**src/rtl/epi_pkg.sv**
```systemverilog
package epi_pkg;
  localparam logic [1:0] FUNC_IRQ = 2'b10;
  localparam int CODE_W   = 3;
  localparam int CODE_STR = 4;

  // Decide whether a pin fires this cycle for a given trigger code.
  function automatic logic trig_hit(input logic [2:0] code, input logic cur, input logic old);
    logic hit;
    casez (code)
      3'b000:  hit = !cur;
      3'b001:  hit = cur;
      3'b01?:  hit = old && !cur;
      3'b10?:  hit = !old && cur;
      default: hit = old ^ cur;
    endcase
    return hit;
  endfunction
endpackage

```
**src/rtl/epi_sync.sv**
```systemverilog
module epi_sync #(
  parameter int WIDTH  = 24,
  parameter int STAGES = 2
) (
  input  logic             clk,
  input  logic             rst_n,
  input  logic [WIDTH-1:0] d,
  output logic [WIDTH-1:0] q
);
  logic [WIDTH-1:0] stage [STAGES];

  for (genvar s = 0; s < STAGES; s++) begin : g_stage
    always_ff @(posedge clk) begin
      if (!rst_n) stage[s] <= '0;
      else if (s == 0) stage[s] <= d;
      else stage[s] <= stage[(s == 0) ? 0 : s-1];
    end
  end

  assign q = stage[STAGES-1];
endmodule

```
**src/rtl/epi_detect.sv**
```systemverilog
module epi_detect
  import epi_pkg::*;
#(
  parameter int NUM_PINS = 24
) (
  input  logic                         clk,
  input  logic                         rst_n,
  input  logic [NUM_PINS-1:0]          sync_pin,
  input  logic [2*NUM_PINS-1:0]        pin_func,
  input  logic [CODE_STR*NUM_PINS-1:0] trig_cfg,
  output logic [NUM_PINS-1:0]          evt
);
  logic [NUM_PINS-1:0] last_pin;
  logic [NUM_PINS-1:0] unused_spare;

  always_ff @(posedge clk) begin
    if (!rst_n) last_pin <= '0;
    else last_pin <= sync_pin;
  end

  for (genvar p = 0; p < NUM_PINS; p++) begin : g_pin
    logic [CODE_W-1:0] code;
    logic              armed;
    assign code            = trig_cfg[CODE_STR*p +: CODE_W];
    assign unused_spare[p] = trig_cfg[CODE_STR*p + CODE_W];
    assign armed           = (pin_func[2*p +: 2] == FUNC_IRQ);
    assign evt[p]          = armed && trig_hit(code, sync_pin[p], last_pin[p]);
  end
endmodule

```
**src/rtl/epi_pend.sv**
```systemverilog
module epi_pend #(
  parameter int NUM_PINS   = 24,
  parameter int LOW_FIRST  = 4,
  parameter int HIGH_FIRST = 8
) (
  input  logic                clk,
  input  logic                rst_n,
  input  logic [NUM_PINS-1:0] evt,
  input  logic                mask_wr_en,
  input  logic [NUM_PINS-1:0] mask_wr_data,
  input  logic                clr_en,
  input  logic [NUM_PINS-1:0] clr_data,
  output logic [NUM_PINS-1:0] pend_q,
  output logic [NUM_PINS-1:0] mask_q,
  output logic                parent_lo,
  output logic                parent_hi
);
  logic [3*LOW_FIRST-1:0] unused_low;
  assign unused_low = {evt[LOW_FIRST-1:0], mask_wr_data[LOW_FIRST-1:0], clr_data[LOW_FIRST-1:0]};

  for (genvar i = 0; i < NUM_PINS; i++) begin : g_bit
    if (i < LOW_FIRST) begin : g_none
      assign pend_q[i] = 1'b0;
      assign mask_q[i] = 1'b0;
    end else begin : g_reg
      always_ff @(posedge clk) begin
        if (!rst_n) begin
          pend_q[i] <= 1'b0;
          mask_q[i] <= 1'b1;
        end else begin
          pend_q[i] <= evt[i] | (pend_q[i] & ~(clr_en & clr_data[i]));
          if (mask_wr_en) mask_q[i] <= mask_wr_data[i];
        end
      end
    end
  end

  assign parent_lo = |(pend_q[HIGH_FIRST-1:LOW_FIRST] & ~mask_q[HIGH_FIRST-1:LOW_FIRST]);
  assign parent_hi = |(pend_q[NUM_PINS-1:HIGH_FIRST] & ~mask_q[NUM_PINS-1:HIGH_FIRST]);
endmodule

```
**src/rtl/ext_pin_irq_detect.sv**
```systemverilog
module ext_pin_irq_detect
  import epi_pkg::*;
#(
  parameter int NUM_PINS    = 24,
  parameter int DIRECT_PINS = 4,
  parameter int HIGH_FIRST  = 8,
  parameter int SYNC_STAGES = 2
) (
  input  logic                         clk,
  input  logic                         rst_n,
  input  logic [NUM_PINS-1:0]          pin_in,
  input  logic [2*NUM_PINS-1:0]        pin_func,
  input  logic [CODE_STR*NUM_PINS-1:0] trig_cfg,
  input  logic                         mask_wr_en,
  input  logic [NUM_PINS-1:0]          mask_wr_data,
  input  logic                         pend_clr_en,
  input  logic [NUM_PINS-1:0]          pend_clr_data,
  output logic [NUM_PINS-1:0]          pend_q,
  output logic [NUM_PINS-1:0]          mask_q,
  output logic [DIRECT_PINS-1:0]       direct_req,
  output logic                         parent_lo,
  output logic                         parent_hi
);
  logic [NUM_PINS-1:0] sync_pin;
  logic [NUM_PINS-1:0] evt;

  epi_sync #(.WIDTH(NUM_PINS), .STAGES(SYNC_STAGES)) u_sync (
    .clk(clk), .rst_n(rst_n), .d(pin_in), .q(sync_pin)
  );

  epi_detect #(.NUM_PINS(NUM_PINS)) u_detect (
    .clk(clk), .rst_n(rst_n), .sync_pin(sync_pin),
    .pin_func(pin_func), .trig_cfg(trig_cfg), .evt(evt)
  );

  epi_pend #(.NUM_PINS(NUM_PINS), .LOW_FIRST(DIRECT_PINS), .HIGH_FIRST(HIGH_FIRST)) u_pend (
    .clk(clk), .rst_n(rst_n), .evt(evt),
    .mask_wr_en(mask_wr_en), .mask_wr_data(mask_wr_data),
    .clr_en(pend_clr_en), .clr_data(pend_clr_data),
    .pend_q(pend_q), .mask_q(mask_q),
    .parent_lo(parent_lo), .parent_hi(parent_hi)
  );

  always_ff @(posedge clk) begin
    if (!rst_n) direct_req <= '0;
    else direct_req <= evt[DIRECT_PINS-1:0];
  end
endmodule

```
**config.mk**
```make
export PLATFORM = sky130hd
export DESIGN_NAME = ext_pin_irq_detect
export DESIGN_NICKNAME = d
export VERILOG_FILES = /design/src/rtl/epi_pkg.sv /design/src/rtl/epi_sync.sv /design/src/rtl/epi_detect.sv /design/src/rtl/epi_pend.sv /design/src/rtl/ext_pin_irq_detect.sv
export SDC_FILE = /design/constraint.sdc
export NUM_CORES = 1
export LEC_CHECK = 0
export BUFFER_PORTS_ARGS = -buffer_cell sky130_fd_sc_hd__buf_4
export CORE_ASPECT_RATIO = 0.8
export CORE_MARGIN = 2
export CORE_UTILIZATION = 45
export CTS_CLUSTER_SIZE = 12
export DETAILED_ROUTE_END_ITERATION = 12
export GPL_TIMING_DRIVEN = 0
export HOLD_SLACK_MARGIN = 0.06
export PLACE_DENSITY = 0.91
export SYNTH_ARGS = -nofsm -noshare
export SYNTH_HDL_FRONTEND = slang
export SYNTH_SLANG_ARGS = --single-unit
export TNS_END_PERCENT = 5
```
**constraint.sdc**
```tcl
create_clock -name clk -period 2.1 [get_ports clk]
set_clock_uncertainty 0.15 [all_clocks]
set_input_delay 0.105 -clock clk [delete_from_list [all_inputs] [get_ports clk]]
set_output_delay 0.105 -clock clk [all_outputs]
set_load 0.01 [all_outputs]
```
After elaboration in Yosys (flattened, before gate mapping). Memories as Yosys holds them, arrays and structs flattened. Cells that the tools add are included.

Equal/unequal tests: 96. Mux-type cells: 28. Bitwise operators: 110. Reduce and logical (&&, ||, !) cells: 146.

Operators with widths (number): $eq A2 B2 Y1 const B (48); $pmux W1 S4 (24); $eq A3 B1 Y1 const B (24); $logic_and A1 B1 Y1 (72); $logic_not A3 Y1 (24); $eq A2 B1 Y1 const B (24); $logic_not A1 Y1 (48); $mux W24 (2); $and A1 B1 Y1 (40); $xor A1 B1 Y1 (24); $or A1 B1 Y1 (22); $not A1 Y1 (20); $and A16 B16 Y16 (1); $not A16 Y16 (1); $reduce_or A16 Y1 (1); $and A4 B4 Y4 (1); $not A4 Y4 (1); $reduce_or A4 Y1 (1); $mux W1 (2).

Register bits: 68. RAM bits: 48. Output and inout bits: 54. Logic and storage cells: 423. Memories: 1.

Memories: u_sync.stage (words 2, bits a word 24, rd ports 2, clocked after memory_dff 0, wr ports 2, line epi_sync.sv:10) `logic [WIDTH-1:0] stage [STAGES];`.

Depth between registers and ports, before layout. An unclocked memory read counts as a cell.

Depth in word-level cells: 6. Mapped depth: 5. Depth with buffers taken out: 5.

Hierarchy. A second synthesis with hierarchy kept.

Cells, all modules: 728. Area, all modules: 6433.7 sq um.

By module, submodules not included: epi_detect (instances 1, cells an instance 434, area an instance 3355.7 sq um); epi_pend (instances 1, cells an instance 185, area an instance 1641.6 sq um); epi_sync (instances 1, cells an instance 101, area an instance 1331.3 sq um); ext_pin_irq_detect (instances 1, cells an instance 8, area an instance 105.1 sq um).

Worst setup path after synthesis. No wires, ideal clock.

Path kind: register -> register. Start point: memory u_sync.stage[1][1]. End point: register direct_req[1]. Setup time: 117 ps. Arrival time: 1349 ps. Data required time: 1833 ps. Path slack: 485 ps. Stages on the path, launching flop included: 6. Buffers on the path: 0. Period minus slack after synthesis: 1615 ps. Cell sequence: dfxtp_1 > inv_1 > ha_1 > inv_4 > mux4_2 > and4b_1.

RTL lines: from (decl) (line epi_sync.sv:10); to (signal assigned) (line ext_pin_irq_detect.sv:46) `else direct_req <= evt[DIRECT_PINS-1:0];`; to (decl) (line ext_pin_irq_detect.sv:20) `output logic [DIRECT_PINS-1:0] direct_req,`.

==> metrics.txt <==
WL/cell 19.40 um; busiest grt layer met2; YS warnings 0; Slew HR 46.60%; hold wc startpoint trig_cfg[5]; commonest non-fill, non-tap cell in the layout buf_4; Hold Violations, Final 0; WP buf/inv 2; crit share post-route 100.5%; Yosys top cell by area dfxtp_1; initial antenna violation count 0; CP peak stage delay 0.60 ns; GP Congestion 0.8569; LEAKAGE 4.696 nW; Die ar. 13110 um2; max-slew violations 0; Total Wirelength 22.89 mm; starting density of the core 45.66%; Worst setup endpoint u_pend.pend_q[12]$_SDFF_PN0_; Syn Area/Cell 9.214 um2; initial drt markers 294; clk root buf clkbuf_16; outcome finished, violations left; pin count of the biggest net entering global routing 17; Post-CTS Setup Inserts 0; Core Util, Final 80.95%; CP cell instances inv_1, ha_1, and2_1, o21ai_2, a41o_1, dlygate4sd3_1; Worst Tran Pin Value 0.8011 ns; met1 Resource Use GR 34.37%; clk buf depth 2; PortBufs 230; die width 127.5 um; I/O Pins 274; CP Class flip-flop to flip-flop; RR Startpoint u_sync.stage[1][12]$_SDFF_PN0_; top-area cell type share of the netlist area 42.29%; Yosys reg bits 116; Clock Latency Late Sink 0.41 ns; worst r2r dst u_pend.pend_q[12]$_SDFF_PN0_; minimum clock period 2.111 ns; FMAX 473.8 MHz; vias in the first global route 6567; failing checks setup timing; VDD IR max 0.0005217 V; power share of the sequential group 35.7%; placed cells 985; core area 12030 um2; R2R cell count 6; DR pass1 iterations 6; DR vias/cell 5.245; switching part of the total 23.31%; CTS tree built; area delta synth->final 77.28%; Synth cell types 27; crit path DAT 2.29 ns; routed vias 6189; Critical Path End Type flip-flop; CP startpoint u_sync.stage[1][12]$_SDFF_PN0_; worst min path class input pin to flip-flop; # diodes 0; CTS sink count 116; critical path launch point type flip-flop; Worst-path clk slew 0.06 ns; Die Height 102.8 um; CP Max Fanout 4; final count of negative-setup-slack endpoints 1; CTS Buf Count 17; maximum level of the CTS H-tree 4; Mapped Cells 596; Pint 0.005136 W; Seq/Total Area, Yosys 42.29%; CP delay by family, top buffers and inverters; highest-count cells in the layout ignoring fill and taps buf_4, dlygate4sd3_1, dfxtp_1; layout cell share with drive strength beyond 1 28.40%; Sw Pwr 0.001561 W; FP Rows 36; PwrDens 687.8 nW/um2; WP data required 2.28 ns; fillers 650; post-DP HPWL 12.29 mm; All-Layer GR Usage 33.63%; non-filler cells, final 1180; MaxCap Viol Count 0; Comb power frac 16.7%; met2 Track Usage GR 62.40%; first-pass GRT wire length 33.45 mm; grt met3 use 9.133%; NumNets Final 1284; multi-input logic area 2831 um2; antenna-violating nets left 0; final global-route overflow total 0; r2r setup slk -0.01 ns; synth top area cells dfxtp_1, ha_1, and2_1, inv_1, a21oi_1; DRC 0; clock power share 47.6%; PnR worst setup slack -0.01072 ns; post-synthesis cell area 5492 um2; CP Depth 6; FF+latch area 2330 um2; CP max stage cell dlygate4sd3_1
-- synthesized netlist by cell type --
master and number:
mux2i_1 14, o221ai_1 1, a21oi_1 40, mux4_2 4
and4b_1 4, a41o_1 20, inv_1 56, clkinv_1 1
conb_1 1, buf_4 8, a22oi_1 1, nand2_1 40
xor2_1 20, clkbuf_1 13, nor2b_1 32, and2_1 89
xnor2_1 4, o211ai_1 6, nor2_1 20, inv_4 3
and2_2 3, ha_1 48, dfxtp_1 116, nand4_1 1
buf_2 7, o21ai_0 40, a2111oi_0 4
-- what timing repair did --
item	4_1_cts	5_1_grt
hold endpoints to repair	68	0
gates cloned	0	0
gates resized for setup	2	14
endpoints found under the setup margin	1	9
hold buffers	164	0
-- through the flow --
step / power [W] / hold slack [ns] / setup WS (ns) / TNS [ns] / instance area [um2]
3_5_place_dp: 0.003206 / 0.1653 / 0.3366 / 0 / 7435
6_report: 0.006696 / 0.07401 / -0.01072 / -0.01072 / 9736
5_1_grt: 0.006910 / 0.07506 / -0.03011 / -0.06089 / 9736
2_1_floorplan: 0.002735 / 0.08229 / 0.4845 / 0 / 5518
4_1_cts: 0.006608 / 0.06911 / 0.01684 / 0 / 9718
3_3_place_gp: 0.003179 / 0.1621 / 0.3278 / 0 / 7435
-- flip-flops by register name (all words and copies together), names as in the netlist --
name               cells
u_detect.last_pin     24
u_pend.pend_q         20
u_sync.stage          48
u_pend.mask_q         20
direct_req             4
-- power groups by stage --
stage | combinational (W) | clock [W] | sequential (W)
CTS | 0.00104 | 0.00319 | 0.00238
detailed placement | 0.000783 | 0 | 0.00242
finish | 0.00112 | 0.00318 | 0.00239
global placement | 0.000761 | 0 | 0.00242
floorplan | 0.000311 | 0 | 0.00242
global route | 0.00119 | 0.00332 | 0.00240
-- layout make-up --
class | instances | share of cell area (%)
buffer | 28 | 1.478
clock buffer | 21 | 4.729
clock inverter | 10 | 1.838
inverter | 60 | 2.390
multi-input combinational | 399 | 29.08
sequential | 116 | 23.93
tap | 152 | 1.953
timing repair buffer | 394 | 34.60
-- worst min-delay path, stage by stage --
cell,delay [ns]
buf_4,0.09
mux4_2,0.22
and4b_1,0.18
-- worst min path at each step --
| stage | endpoint | slack [ns] | depth (start not counted) |
|---|---|---|---|
| 6_report | direct_req[1]$_SDFF_PN0_ | 0.07 | 3 |
| 3_3_place_gp | u_sync.stage[0][21]$_SDFF_PN0_ | 0.16 | 2 |
| 3_5_place_dp | u_sync.stage[0][20]$_SDFF_PN0_ | 0.17 | 2 |
| 2_1_floorplan | u_sync.stage[0][0]$_SDFF_PN0_ | 0.08 | 1 |
| 5_1_grt | direct_req[1]$_SDFF_PN0_ | 0.08 | 3 |
| 4_1_cts | direct_req[0]$_SDFF_PN0_ | 0.07 | 3 |
-- cells by family after synthesis --
kind of cell             after synthesis  synth area share, %
XOR/XNOR                              24                3.828
adder cells (fa/ha/maj)               48                10.94
other                                  1              0.06829
AND/OR/NAND/NOR                      189                19.14
AO/OA/AOI/OAI                        112                12.69
buffers and inverters                 88                6.858
flip-flops                           116                42.29
multiplexers                          18                4.192
-- per-layer routing --
metal | routed length, um | up-vias | share of wire (%)
met4 | 1089 | 0 | 4.8
met5 | 0 | - | 0
met3 | 1734 | 105 | 7.6
met1 | 8434 | 2927 | 37
li1 | - | 2784 | -
met2 | 11630 | 373 | 51
No activity file was read; power rests on OpenSTA's default activity.
